### src/rtl/srx_pkg.sv
package srx_pkg;
  localparam int unsigned BYTE_W = 8;
  localparam int unsigned REG_W  = BYTE_W + 1;

  // marker bit loaded at the bottom of an empty register
  function automatic logic [REG_W-1:0] srx_empty();
    return {{(REG_W-1){1'b0}}, 1'b1};
  endfunction

  // move earlier bits up one place, new bit in at bit 0
  function automatic logic [REG_W-1:0] srx_push(input logic [REG_W-1:0] cur, input logic b);
    return {cur[REG_W-2:0], b};
  endfunction

  // marker has reached the top: eight data bits are below it
  function automatic logic srx_full(input logic [REG_W-1:0] r);
    return r[REG_W-1];
  endfunction

  function automatic logic srx_is_last(input logic [BYTE_W-1:0] b);
    return &b;
  endfunction
endpackage

### src/rtl/srx_sync.sv
module srx_sync #(
  parameter int unsigned STAGES = 2,
  parameter int unsigned W      = 2
) (
  input  logic         clk,
  input  logic         rst,
  input  logic [W-1:0] d,
  output logic [W-1:0] q
);
  logic [W-1:0] chain [STAGES];

  always_ff @(posedge clk) begin
    if (rst) chain[0] <= '0;
    else     chain[0] <= d;
  end

  for (genvar s = 1; s < STAGES; s++) begin : g_stage
    always_ff @(posedge clk) begin
      if (rst) chain[s] <= '0;
      else     chain[s] <= chain[s-1];
    end
  end

  assign q = chain[STAGES-1];
endmodule

### src/rtl/srx_shift.sv
module srx_shift
  import srx_pkg::*;
(
  input  logic              clk,
  input  logic              rst,
  input  logic              shift_en,
  input  logic              bit_in,
  output logic              done_w,
  output logic [BYTE_W-1:0] byte_q,
  output logic              vld_q,
  output logic              eot_q
);
  logic [REG_W-1:0] sreg_q;
  logic [REG_W-1:0] nxt_w;

  assign nxt_w  = srx_push(sreg_q, bit_in);
  assign done_w = shift_en && srx_full(nxt_w);

  always_ff @(posedge clk) begin
    if (rst) begin
      sreg_q <= srx_empty();
      byte_q <= '0;
      vld_q  <= 1'b0;
      eot_q  <= 1'b0;
    end else begin
      vld_q <= 1'b0;
      if (done_w) begin
        sreg_q <= srx_empty();
        byte_q <= nxt_w[BYTE_W-1:0];
        vld_q  <= 1'b1;
        eot_q  <= srx_is_last(nxt_w[BYTE_W-1:0]);
      end else if (shift_en) begin
        sreg_q <= nxt_w;
      end
    end
  end


  vld_pulse_chk: assert property (@(posedge clk) disable iff (rst)
    vld_q |=> !vld_q);

  hold_when_idle_chk: assert property (@(posedge clk) disable iff (rst)
    !shift_en |=> $stable(sreg_q));

  byte_hold_chk: assert property (@(posedge clk) disable iff (rst)
    (!vld_q && !$past(rst)) |-> $stable(byte_q));

  eot_hold_chk: assert property (@(posedge clk) disable iff (rst)
    (!vld_q && !$past(rst)) |-> $stable(eot_q));
endmodule

### src/rtl/srx_ack.sv
module srx_ack #(
  parameter int unsigned HOLD = 16
) (
  input  logic clk,
  input  logic rst,
  input  logic load,
  output logic busy
);
  localparam int unsigned CW = $clog2(HOLD + 1);
  localparam logic [CW-1:0] HOLD_V = CW'(HOLD);

  logic [CW-1:0] cnt_q;

  always_ff @(posedge clk) begin
    if (rst)               cnt_q <= '0;
    else if (load)         cnt_q <= HOLD_V;
    else if (cnt_q != '0)  cnt_q <= cnt_q - 1'b1;
  end

  assign busy = (cnt_q != '0);


  ack_start_chk: assert property (@(posedge clk) disable iff (rst)
    load |=> busy);
endmodule

### src/rtl/serial_byte_rx.sv
module serial_byte_rx
  import srx_pkg::*;
#(
  parameter int unsigned ACK_CYCLES  = 16,
  parameter int unsigned SYNC_STAGES = 2
) (
  input  logic              clk,
  input  logic              rst,
  input  logic              ser_clk_i,
  input  logic              ser_dat_i,
  output logic              dat_oe_o,
  output logic [BYTE_W-1:0] byte_o,
  output logic              byte_vld_o,
  output logic              eot_o
);
  logic [1:0] sync_w;
  logic       sclk_s, sdat_s, sclk_d;
  logic       fall_w, shift_en_w, done_w, ack_busy_w;

  srx_sync #(.STAGES(SYNC_STAGES), .W(2)) u_sync (
    .clk (clk),
    .rst (rst),
    .d   ({ser_clk_i, ser_dat_i}),
    .q   (sync_w)
  );
  assign sclk_s = sync_w[1];
  assign sdat_s = sync_w[0];

  always_ff @(posedge clk) begin
    if (rst) sclk_d <= 1'b0;
    else     sclk_d <= sclk_s;
  end

  assign fall_w     = sclk_d && !sclk_s;
  assign shift_en_w = fall_w && !ack_busy_w;

  srx_shift u_shift (
    .clk      (clk),
    .rst      (rst),
    .shift_en (shift_en_w),
    .bit_in   (sdat_s),
    .done_w   (done_w),
    .byte_q   (byte_o),
    .vld_q    (byte_vld_o),
    .eot_q    (eot_o)
  );

  srx_ack #(.HOLD(ACK_CYCLES)) u_ack (
    .clk  (clk),
    .rst  (rst),
    .load (done_w),
    .busy (ack_busy_w)
  );

  assign dat_oe_o = ack_busy_w;


  ack_with_byte_chk: assert property (@(posedge clk) disable iff (rst)
    byte_vld_o |-> dat_oe_o);

  no_byte_in_ack_chk: assert property (@(posedge clk) disable iff (rst)
    dat_oe_o |=> !byte_vld_o);
endmodule

### config.mk
export PLATFORM = sky130hd
export DESIGN_NAME = serial_byte_rx
export DESIGN_NICKNAME = d
export VERILOG_FILES = /design/src/rtl/srx_pkg.sv /design/src/rtl/srx_sync.sv /design/src/rtl/srx_shift.sv /design/src/rtl/srx_ack.sv /design/src/rtl/serial_byte_rx.sv
export SDC_FILE = /design/constraint.sdc
export NUM_CORES = 1
export LEC_CHECK = 0
export CELL_PAD_IN_SITES_DETAIL_PLACEMENT = 2
export CELL_PAD_IN_SITES_GLOBAL_PLACEMENT = 2
export CORE_AREA = 2 2 62 64
export DETAILED_ROUTE_END_ITERATION = 8
export DIE_AREA = 0 0 64 66
export PLACE_DENSITY = 0.75
export SLEW_MARGIN = 20
export SYNTH_ARGS = -nofsm -noshare
export SYNTH_HDL_FRONTEND = slang
export SYNTH_SLANG_ARGS = --single-unit
### constraint.sdc
create_clock -name clk -period 2.31 [get_ports clk]
set_clock_uncertainty 0.15 [all_clocks]
set_input_delay 0.3465 -clock clk [delete_from_list [all_inputs] [get_ports clk]]
set_output_delay 0.3465 -clock clk [all_outputs]
set_load 0.005 [all_outputs]
## Word level (Yosys, flattened, before mapping)

Memory sizes are Yosys's and may differ from the RTL's.
Cells that the tools add are included.

- Add/subtract/negate cells: 1
- Muxes and demuxes: 8
- Bitwise gates (word level): 2
- Reductions and logical operators: 9

Operator list:

| operator | number |
|---|---|
| $mux 5 | 2 |
| $reduce_and 8->1 | 1 |
| $reduce_bool 5->1 | 1 |
| $sub 5x1->5 const B | 1 |
| $mux 1 | 4 |
| $mux 2 | 2 |
| $logic_and 1x1->1 | 3 |
| $logic_not 1->1 | 2 |
| $or 1x1->1 | 2 |
| $reduce_bool 2->1 | 1 |
| $reduce_or 2->1 | 1 |

- Register bits after elaboration: 24
- Memory bits (writable): 4
- Bits of input ports: 4
- Output and inout port bits: 11
- Logic and storage cells: 28
- Memories kept: 1

Memory list:

| name | depth | width | read ports | clocked after Yosys merged registers in | write ports | RTL line | RTL |
|---|---|---|---|---|---|---|---|
| u_sync.chain | 2 | 2 | 2 | 0 | 2 | srx_sync.sv:10 | `logic [W-1:0] chain [STAGES];` |

## Logic depth before layout (Yosys ltp)

Gate-level depths: netlist of the first run.

- Depth after elaboration: 5
- Mapped depth: 7
- Gate-level depth less buffers: 6

## Cells and area by module

A second synthesis of the first run with hierarchy kept.

- Cells, all modules: 117
- Area total of the unflattened synthesis: 1,226.2 µm²

By module, submodules not included:

| module | instances | cells an instance | area each (µm²) | sequential area each (µm²) |
|---|---|---|---|---|
| srx_shift | 1 | 82 | 857.1 | 360.3 |
| srx_ack | 1 | 24 | 222.7 | 100.1 |
| srx_sync | 1 | 8 | 105.1 | 80.1 |
| serial_byte_rx | 1 | 3 | 41.3 | 20.0 |

## Worst setup path after synthesis of the first run

No wires, ideal clock.

- Kind: register -> register
- Start: register u_ack.cnt_q[0]
- End: register u_shift.byte_q[0]
- Setup time: 0.117 ns
- Arrival time: 1.370 ns
- Required time: 2.043 ns
- Slack: 0.674 ns
- Cell stages (with the launch flop): 7
- Buffers on the path: 1
- Period minus slack after synthesis: 1.636 ns
- Path through: dfxtp_1 inv_1 ha_1 nor4b_4 a31oi_1 buf_2 a22o_1

- Longest elaborated chain between the ends: 4

RTL lines:

| what | RTL line | RTL |
|---|---|---|
| start, declared | srx_ack.sv:12 | `logic [CW-1:0] cnt_q;` |
| start signal, assigned | srx_ack.sv:17 | `else if (cnt_q != '0) cnt_q <= cnt_q - 1'b1;` |
| $reduce_bool 5->1 | srx_ack.sv:20 | `assign busy = (cnt_q != '0);` |
| $logic_not 1->1 | serial_byte_rx.sv:35 | `assign shift_en_w = fall_w && !ack_busy_w;` |
| $logic_and 1x1->1 | serial_byte_rx.sv:35 |  |
| $logic_and 1x1->1 | srx_shift.sv:17 | `assign done_w = shift_en && srx_full(nxt_w);` |
| end signal, assigned | srx_shift.sv:29 | `byte_q <= nxt_w[BYTE_W-1:0];` |
| end, declared | srx_shift.sv:9 | `output logic [BYTE_W-1:0] byte_q,` |

Every way passes these cells.
A chain may end at the register's enable or synchronous reset.

## Final worst setup path of the first run

- Start: register u_ack.cnt_q[0]
- End: output dat_oe_o

- Longest elaborated chain between the ends: 1

RTL lines:

| what | RTL line | RTL |
|---|---|---|
| $reduce_bool 5->1 | srx_ack.sv:20 |  |
| end, declared | serial_byte_rx.sv:11 | `output logic dat_oe_o,` |

Every way passes these cells.

==> impl_metrics.yaml, run 1 <==
run_status:
  outcome: "finished clean"
detailed_routing:
  viasPerCell: 4.99
  num_vias: 828
  wl_per_cell_um: 15.2
  routed_wl_um: 2520
  postRouteAntennaNets: 0
  drt_iter0_markers: 43
  drt_pass1_iterations: 4
  drt_drc_violations_left: 0
worst_setup_path:
  crit_path_end_kind: "output port"
  crit_path_max_fanout: 3
  critical-path-slowest-cell: "clkdlybuf4s50_1"
  cpPeakStageDelay_ns: 0.44
  required_ns: 1.81
  crit_arrival_ns: 1.70
  crit_chain: "inv_1 > ha_2 > nor4b_4 > inv_2 > clkdlybuf4s50_1"
  start_kind: "flip-flop"
  worst-setup-path-type: "flip-flop to output port"
  r2r_cells: 6
sta:
  fmax_ghz: 0.455
  relSlewSlack: 0.638
  setup_tns_ns: 0
  hold_viol: 0
  worst_slack_ns: 0.110
  layout_min_cycle_time_ns: 2.20
  finalCritPeriodShare: 0.952
  rsz0062_at_grt: "false"
  setup_violations: 0
  hold_ws_ns: 0.313
  maxSlewViolCount: 0
  tightest_slew_ns: 0.542
logic_synthesis:
  synth_top_cell_area_share: 0.544
  synthXorXnorAreaFrac: 0.0170
  synth_top_area_cell: "dfxtp_1"
  synth_mux_area_frac: 0
  synth_cells: 100
  synthAdderAreaFrac: 0.0121
  ys_ff_latch: 28
  yosys.area_share.simple: 0.220
  syn_area_mm2: 0.00103
  synth_top_family_by_area: "simple AND/OR/NAND/NOR gates"
  syn_nets: 105
  synth.avg_cell_area_um2: 10.3
  yosysWarnings: 0
  synth_seq_area_share: 0.544
  synthTopCellsByArea: "dfxtp_1 (54%), a22o_1 (6.8%), nand4b_1 (5.9%)"
  synth_compound_area_frac: 0.167
  synthDistinctLibCells: 25
placed_design:
  gp_congestion: 0.671
  portBuffers: 14
  place_inst: 161
  dp_hpwl_um: 1870
  dpl_worst_slack_ns: 0.225
power:
  p_seq_frac: 0.459
  p_leak_nw: 0.468
  power_density_mw_per_mm2: 953
  p_sw_mw: 0.417
  pwr-share-comb: 0.345
  clockPowerShare: 0.196
  p_int_mw: 0.817
  vdd_drop_max_mv: 0.404
  total_power_mw: 1.23
  swShare: 0.338
cts:
  clk_path_buf_depth: 2
  h-tree-depth: 1
  cts_buffers: 3
  clock_latency_ns: 0.33
  cts_tree: "done"
  cts-root-buf: "clkbuf_4"
  ctsHoldBuffers: 0
  cts_sinks: 28
  clk_pin_slew_ns: 0.15
global_routing:
  met2_usage: 0.229
  grt_use_met1: 0.159
  grt_pass1_vias: 843
  grt_antenna_before_repair: 0
  grt_max_degree: 16
  grt_overflow_total: 0
  grt.total_usage: 0.133
  grt_pass1_wl_um: 4210
  use_met3: 0.0204
  grt_busiest_layer: "met2"
die:
  coreArea_mm2: 0.00355
  initial_utilization: 0.290
  rows: 22
  dieArea_mm2: 0.00422
  die_w_um: 64
  die_y_um: 66
  ios: 15
finish:
  num-fill-cells: 391
  nets: 124
  diodes: 0
  stdcell_count: 166
  drive_gt1_frac: 0.136
  area_growth_pct: 25.6
worst_hold_path:
  min-delay-path-class: "flip-flop to flip-flop"
  hold_depth: 1
run:
  drv_cap: 0
-- power groups by stage --
stage          Clock, mW  Combinational [mW]  Sequential [mW]
2_1_floorplan          0               0.269            0.564
3_3_place_gp           0               0.387            0.570
4_1_cts            0.251               0.428            0.566
6_report           0.242               0.426            0.566
3_5_place_dp           0               0.400            0.577
5_1_grt            0.273               0.480            0.571
-- layout make-up --
cell class                      count  area [µm²]  share of cell area
Multi-Input combinational cell     62         438               0.338
Inverter                            4        15.0              0.0116
Tap cell                           48        60.1              0.0464
Clock buffer                        4        36.3              0.0280
Timing Repair Buffer               20         185               0.143
Sequential cell                    28         561               0.433
-- path summary, 6_finish.rpt --
kind	start	endpoint	slack, ns
max	u_ack.cnt_q[0]	dat_oe_o	0.11
min	u_sync.chain[0][0]	u_sync.chain[1][0]	0.31
max reg2reg	u_ack.cnt_q[0]	u_shift.byte_q[5]	0.43
min reg2reg	u_sync.chain[0][0]	u_sync.chain[1][0]	0.31
-- timing repair --
item,4_1_cts,5_1_grt
endpoints found under the setup margin,1,12
setup buffers,1,0
pin swaps,0,0
resized for setup,0,2
-- metal layers --
metal	part of all wire	wire (µm)	up-vias
li1	-	-	398
met1	0.47	1190	411
met2	0.47	1200	15
met3	0.034	86	4
met4	0.018	45	0
met5	0	0	-
-- sequential cells by signal (all words and copies together) (netlist names) --
signal / cells
sclk_d: 1
u_ack.cnt_q: 5
u_shift.byte_q: 8
u_shift.eot_q: 1
u_shift.sreg_q: 8
u_shift.vld_q: 1
u_sync.chain: 4
-- stage by stage --
| stage | area (µm²) | util |
|---|---|---|
| after floorplan | 1030 | - |
| after global placement | 1240 | 0.350 |
| after detailed placement | 1240 | 0.350 |
| after CTS | 1290 | 0.362 |
| after global routing | 1290 | 0.365 |
| final | 1290 | 0.365 |
-- cell families (layout without fill, tap and decap cells) --
kind of cell	after synthesis	count (layout)
DFF	28	28
xor gates and xnor gates	2	2
and+or+nand+nor	32	32
AOI/OAI and AO/OA	27	27
buffers and inverters	10	28
adders and majority gates	1	1
-- Yosys cell counts (all sizes together) --
library cell / instances
nor4b: 1
a21oi: 8
dfxtp: 28
and3: 2
buf: 3
a31o: 1
nand4: 2
nand2: 5
xnor2: 2
inv: 4
nand4b: 7
o21ai: 8
ha: 1
a31oi: 1
nand2b: 1
a22o: 8
nor3: 3
nor2: 2
nor2b: 6
nand4bb: 1
clkbuf: 3
a21o: 1
nor4: 2
-- cells in the final DEF, fill, tap and decap left out, drive strengths merged, types with 2 or more instances in the layout --
cell type / Yosys / final
a21oi: 8 / 8
a22o: 8 / 8
and3: 2 / 2
buf: 3 / 6
clkbuf: 3 / 4
clkdlybuf4s50: 0 / 14
dfxtp: 28 / 28
inv: 4 / 4
nand2: 5 / 5
nand4: 2 / 2
nand4b: 7 / 7
nor2: 2 / 2
nor2b: 6 / 6
nor3: 3 / 3
nor4: 2 / 2
o21ai: 8 / 8
xnor2: 2 / 2
-- critical path: cells and delay by family, from the launching register on --
| family | cells | cell delay, ns |
|---|---|---|
| flops | 1 | 0.36 |
| fa+ha+maj | 1 | 0.21 |
| simple gates | 1 | 0.23 |
| buf+inv | 3 | 0.58 |
Note: power is estimated with default switching activity, not from simulation.
==> run 2, diff against run 1 <==
RECOVER_POWER = 25   (was not set)
SLEW_MARGIN = not set   (was 20)
==> run 2 against run 1 <==
  * Die area unchanged
  * Via count fell by 0.12%
  * First-iteration DRC count grew 4.7%
  * Count of clock-buffer cells in the layout did not move
==> impl_metrics.yaml, run 2 (synthesized netlist as in run 1, its figures left out) <==
run_status:
  outcome: "finished clean"
worst_setup_path:
  reg2reg_slack_ns: 0.28
  crit_buf_inv: 3
  crit_start: "u_ack.cnt_q[0]"
  start_kind: "flip-flop"
  r2r_end: "u_shift.byte_q[5]"
  crit_path_end_kind: "output port"
  cp_top_family: "buffers and inverters"
  critical-path-slowest-cell: "clkdlybuf4s50_1"
  crit_arrival_ns: 1.70
  worst-setup-path-type: "flip-flop to output port"
  required_ns: 1.81
  crit_path_max_fanout: 3
  crit_cells: 5
  crit_chain: "inv_1 > ha_2 > nor4b_4 > inv_2 > clkdlybuf4s50_1"
  cp-endpoint: "dat_oe_o"
  cpPeakStageDelay_ns: 0.44
  r2r_cells: 7
  r2r-start: "u_ack.cnt_q[0]"
detailed_routing:
  wl_per_cell_um: 15.1
  routed_wl_um: 2510
  viasPerCell: 4.98
  num_vias: 827
  drt_iter0_markers: 45
  postRouteAntennaNets: 0
  drt_pass1_iterations: 4
  drt_drc_violations_left: 0
sta:
  rsz0062_at_grt: "false"
  maxSlewViolCount: 0
  hold_viol: 0
  finalCritPeriodShare: 0.952
  tightest_slew_ns: 0.602
  setup_violations: 0
  relSlewSlack: 0.597
  setup_tns_ns: 0
  layout_min_cycle_time_ns: 2.20
  fmax_ghz: 0.455
  hold_ws_ns: 0.313
cts:
  clk_path_buf_depth: 2
  clock_latency_ns: 0.33
  cts_buffers: 3
  cts-root-buf: "clkbuf_4"
  clk_pin_slew_ns: 0.15
  cts_sinks: 28
  cts_tree: "done"
  h-tree-depth: 1
die:
  coreArea_mm2: 0.00355
  dieArea_mm2: 0.00422
  ios: 15
  die_y_um: 66
  initial_utilization: 0.290
  die_w_um: 64
  rows: 22
power:
  p_seq_frac: 0.467
  swShare: 0.338
  p_sw_mw: 0.410
  total_power_mw: 1.21
  p_int_mw: 0.802
  vdd_drop_max_mv: 0.386
  p_leak_nw: 0.461
  clockPowerShare: 0.200
  power_density_mw_per_mm2: 950
  pwr-share-comb: 0.333
finish:
  final_common_cell: "dfxtp_1"
  final_core_util: 0.359
  layout_common_cells: "dfxtp_1 (28), clkdlybuf4s50_1 (12), a22o_1 (8), o21ai_0 (8), a21oi_1 (8)"
  reg_top3: "u_shift.byte_q (8), u_shift.sreg_q (8), u_ack.cnt_q (5)"
  area_growth_pct: 23.8
  diodes: 0
  nets: 124
  regArea_um2: 561
  drive_gt1_frac: 0.102
  multi_input_area_um2: 430
  stdcell_count: 166
  num-fill-cells: 397
run:
  drv_cap: 0
worst_hold_path:
  hold_depth: 1
  min-delay-path-class: "flip-flop to flip-flop"
placed_design:
  place_inst: 161
  portBuffers: 14
  gp_congestion: 0.671
  dp_hpwl_um: 1870
global_routing:
  grt_pass1_wl_um: 4210
  grt_overflow_total: 0
  grt.total_usage: 0.133
  grt_max_degree: 16
  grt_pass1_vias: 843
  grt_antenna_before_repair: 0
run 2: cell types whose count changed in the layout (fill, tap and decap cells not counted), sizes merged:
cell | before | now
dlygate4sd3 | 0 | 2
clkdlybuf4s50 | 14 | 12
clkbuf | 4 | 7
buf | 6 | 3
run 2: through the flow:
step | setup WS, ns | cell area [µm²]
after floorplan | 0.674 | 1030
after global placement | 0.342 | 1240
after detailed placement | 0.225 | 1240
after CTS | 0.0722 | 1290
after global routing | 0.00477 | 1280
final | 0.111 | 1280
run 2: layout make-up:
| class | instances | share of cell area |
|---|---|---|
| tap | 48 | 0.0471 |
| sequential | 28 | 0.439 |
| inverter | 4 | 0.0118 |
| clock buffer | 4 | 0.0284 |
| multi-input combinational | 62 | 0.337 |
| timing repair buffer | 20 | 0.136 |
run 2: power groups by stage:
| stage | combinational [mW] | clock [mW] | sequential [mW] |
|---|---|---|---|
| floorplan | 0.269 | 0 | 0.564 |
| global route | 0.456 | 0.273 | 0.571 |
| CTS | 0.428 | 0.251 | 0.566 |
| finish | 0.404 | 0.242 | 0.566 |
| detailed placement | 0.400 | 0 | 0.577 |
| global placement | 0.387 | 0 | 0.570 |
run 2: how the worst min path moves through the flow:
stage                       startpoint                  to  slack (ns)
floorplan           u_sync.chain[0][0]  u_sync.chain[1][0]        0.26
global placement    u_sync.chain[0][0]  u_sync.chain[1][0]        0.27
detailed placement  u_sync.chain[0][0]  u_sync.chain[1][0]        0.28
CTS                 u_sync.chain[0][0]  u_sync.chain[1][0]        0.32
global route        u_sync.chain[0][0]  u_sync.chain[1][0]        0.33
finish              u_sync.chain[0][1]  u_sync.chain[1][1]        0.31
run 2: layer usage:
| layer | track usage | wire length [µm] |
|---|---|---|
| met5 | 0 | 0 |
| met3 | 0.0204 | 86 |
| met1 | 0.159 | 1190 |
| met4 | 0.0734 | 45 |
| met2 | 0.229 | 1190 |
run 2: what timing repair did:
item | CTS | global route
buffers inserted | 1 | 0
gates cloned | 0 | 0
resized for setup | 0 | 2
hold buffers | 0 | 0
endpoints found under the setup margin | 1 | 12
hold endpoints to repair | 0 | 0
run 2: worst reg2reg max path, cell delays in order (launching register included):
cell and delay, ns:
dfxtp_1 0.36, inv_1 0.08, ha_2 0.21, nor4b_4 0.23
inv_2 0.06, buf_4 0.18, nor2_1 0.49, a22o_1 0.23
==> run 3, diff against run 2 <==
CORE_AREA = 2 2 74 55   (was 2 2 62 64)
DIE_AREA = 0 0 76 57   (was 0 0 64 66)
HOLD_SLACK_MARGIN = 0.12   (was not set)
PLACE_DENSITY = 0.74   (was 0.75)
==> run 3 against run 2 <==
  * Register-to-register slack better by 0.08 ns
  * Count of clock-buffer cells in the layout down 1
  * Wire length up 2.1%
  * Critical path depth unchanged
  * Combinational power about the same
  * Power up 12%
  * Worst setup slack better by 0.040 ns
  * Sequential power about the same
  * Sequential share of layout area down 1.4 points
  * Critical endpoint unchanged
  * Largest cell class unchanged
==> impl_metrics.yaml, run 3 (synthesized netlist as in run 1, its figures left out) <==
run_status:
  outcome: "finished clean"
sta:
  relSlewSlack: 0.763
  maxSlewViolCount: 0
  layout_min_cycle_time_ns: 2.16
  rsz0062_at_grt: "false"
  setup_tns_ns: 0
  finalCritPeriodShare: 0.935
  fmax_ghz: 0.463
  setup_violations: 0
  tightest_slew_ns: 0.355
  worst_slack_ns: 0.151
  hold_viol: 0
detailed_routing:
  drt_pass1_iterations: 4
  routed_wl_um: 2570
  viasPerCell: 4.75
  postRouteAntennaNets: 0
  wl_per_cell_um: 15.1
  num_vias: 807
  drt_drc_violations_left: 0
  drt_iter0_markers: 31
cts:
  cts_buffers: 3
  ctsHoldBuffers: 0
  clock_latency_ns: 0.27
  cts_sinks: 28
  post_cts_resized: 0
  cts_setup_buffers: 0
  cts_tree: "done"
  h-tree-depth: 1
  clk_pin_slew_ns: 0.10
  clk_path_buf_depth: 2
  cts-root-buf: "clkbuf_8"
worst_setup_path:
  crit_path_end_kind: "output port"
  r2r_cells: 7
  worst-setup-path-type: "flip-flop to output port"
  r2r_end: "u_shift.byte_q[2]"
  reg2reg_slack_ns: 0.36
  crit_arrival_ns: 1.66
  required_ns: 1.81
  crit_path_max_fanout: 3
  start_kind: "flip-flop"
  r2r-start: "u_ack.cnt_q[0]"
placed_design:
  gp_congestion: 0.748
  dpl_worst_slack_ns: 0.377
  portBuffers: 14
  place_inst: 166
  dp_hpwl_um: 1890
  dpl_cell_area_mm2: 0.00125
power:
  p_leak_nw: 0.484
  vdd_drop_max_mv: 0.346
  pwr-share-comb: 0.298
  p_seq_frac: 0.417
  clockPowerShare: 0.285
  p_int_mw: 0.930
  p_sw_mw: 0.422
  swShare: 0.312
  power_density_mw_per_mm2: 1030
die:
  initial_utilization: 0.280
  die_w_um: 76
  coreArea_mm2: 0.00368
  die_y_um: 57
  ios: 15
  rows: 19
  dieArea_mm2: 0.00433
finish:
  reg_top3: "u_shift.byte_q (8), u_shift.sreg_q (8), u_ack.cnt_q (5)"
  final_common_cell: "dfxtp_1"
  area_growth_pct: 27.9
  stdcell_count: 170
  layout_common_cells: "dfxtp_1 (28), clkdlybuf4s50_1 (11), a22o_1 (8), o21ai_0 (8), a21oi_1 (8)"
  diodes: 0
  fin_area_mm2: 0.00132
  num-fill-cells: 394
  nets: 124
  drive_gt1_frac: 0.102
global_routing:
  grt_overflow_total: 0
  grt_pass1_vias: 886
  grt_antenna_before_repair: 0
  grt.total_usage: 0.134
  grt_max_degree: 17
  grt_pass1_wl_um: 4530
worst_hold_path:
  min-delay-path-class: "flip-flop to flip-flop"
  min_from: "u_sync.chain[0][1]"
  hold_depth: 1
  holdPathEnd: "u_sync.chain[1][1]"
run:
  drv_cap: 0
[run 3: worst max-delay path, cell delays in order, from the launching register on]
cell	delay, ns
dfxtp_1	0.34
inv_1	0.08
ha_1	0.22
nor4b_4	0.25
inv_2	0.06
clkdlybuf4s50_1	0.44
[run 3: layout make-up]
cell class	instances	area (µm²)	area share
Clock buffer	3	41.3	0.0313
Clock inverter	1	30.0	0.0228
Inverter	4	15.0	0.0114
Multi-Input combinational cell	62	429	0.325
Sequential cell	28	561	0.425
Tap cell	52	65.1	0.0493
Timing Repair Buffer	20	178	0.135
[run 3: worst max path at each step]
| stage | start | end | slack [ns] | depth (start not counted) |
|---|---|---|---|---|
| 4_1_cts | u_ack.cnt_q[0] | dat_oe_o | 0.14 | 5 |
| 6_report | u_ack.cnt_q[0] | dat_oe_o | 0.15 | 5 |
| 3_5_place_dp | u_ack.cnt_q[0] | u_shift.byte_q[2] | 0.38 | 7 |
| 5_1_grt | u_ack.cnt_q[0] | dat_oe_o | 0.01 | 5 |
| 3_3_place_gp | u_ack.cnt_q[0] | u_shift.byte_q[2] | 0.48 | 7 |
| 2_1_floorplan | u_ack.cnt_q[0] | u_shift.byte_q[0] | 0.67 | 6 |
[run 3: stage by stage]
stage           util  power (mW)  hold slack (ns)
2_1_floorplan      -       0.833            0.264
3_3_place_gp   0.341       0.958            0.270
3_5_place_dp   0.341       0.977            0.286
4_1_cts        0.360        1.37            0.308
5_1_grt        0.358        1.44            0.333
6_report       0.358        1.35            0.302
[run 3: power groups by stage]
stage          logic, mW  clock network (mW)  registers (mW)
2_1_floorplan      0.269                   0           0.564
3_3_place_gp       0.386                   0           0.572
3_5_place_dp       0.402                   0           0.575
4_1_cts            0.410               0.399           0.564
5_1_grt            0.452               0.416           0.571
6_report           0.403               0.386           0.564
[run 3: layer usage]
layer,vias up,GRT usage,part of all wire
met5,-,0,0
met1,394,0.182,0.52
met3,2,0.0396,0.037
met4,0,0.0312,0.0055
li1,397,-,-
met2,14,0.213,0.44
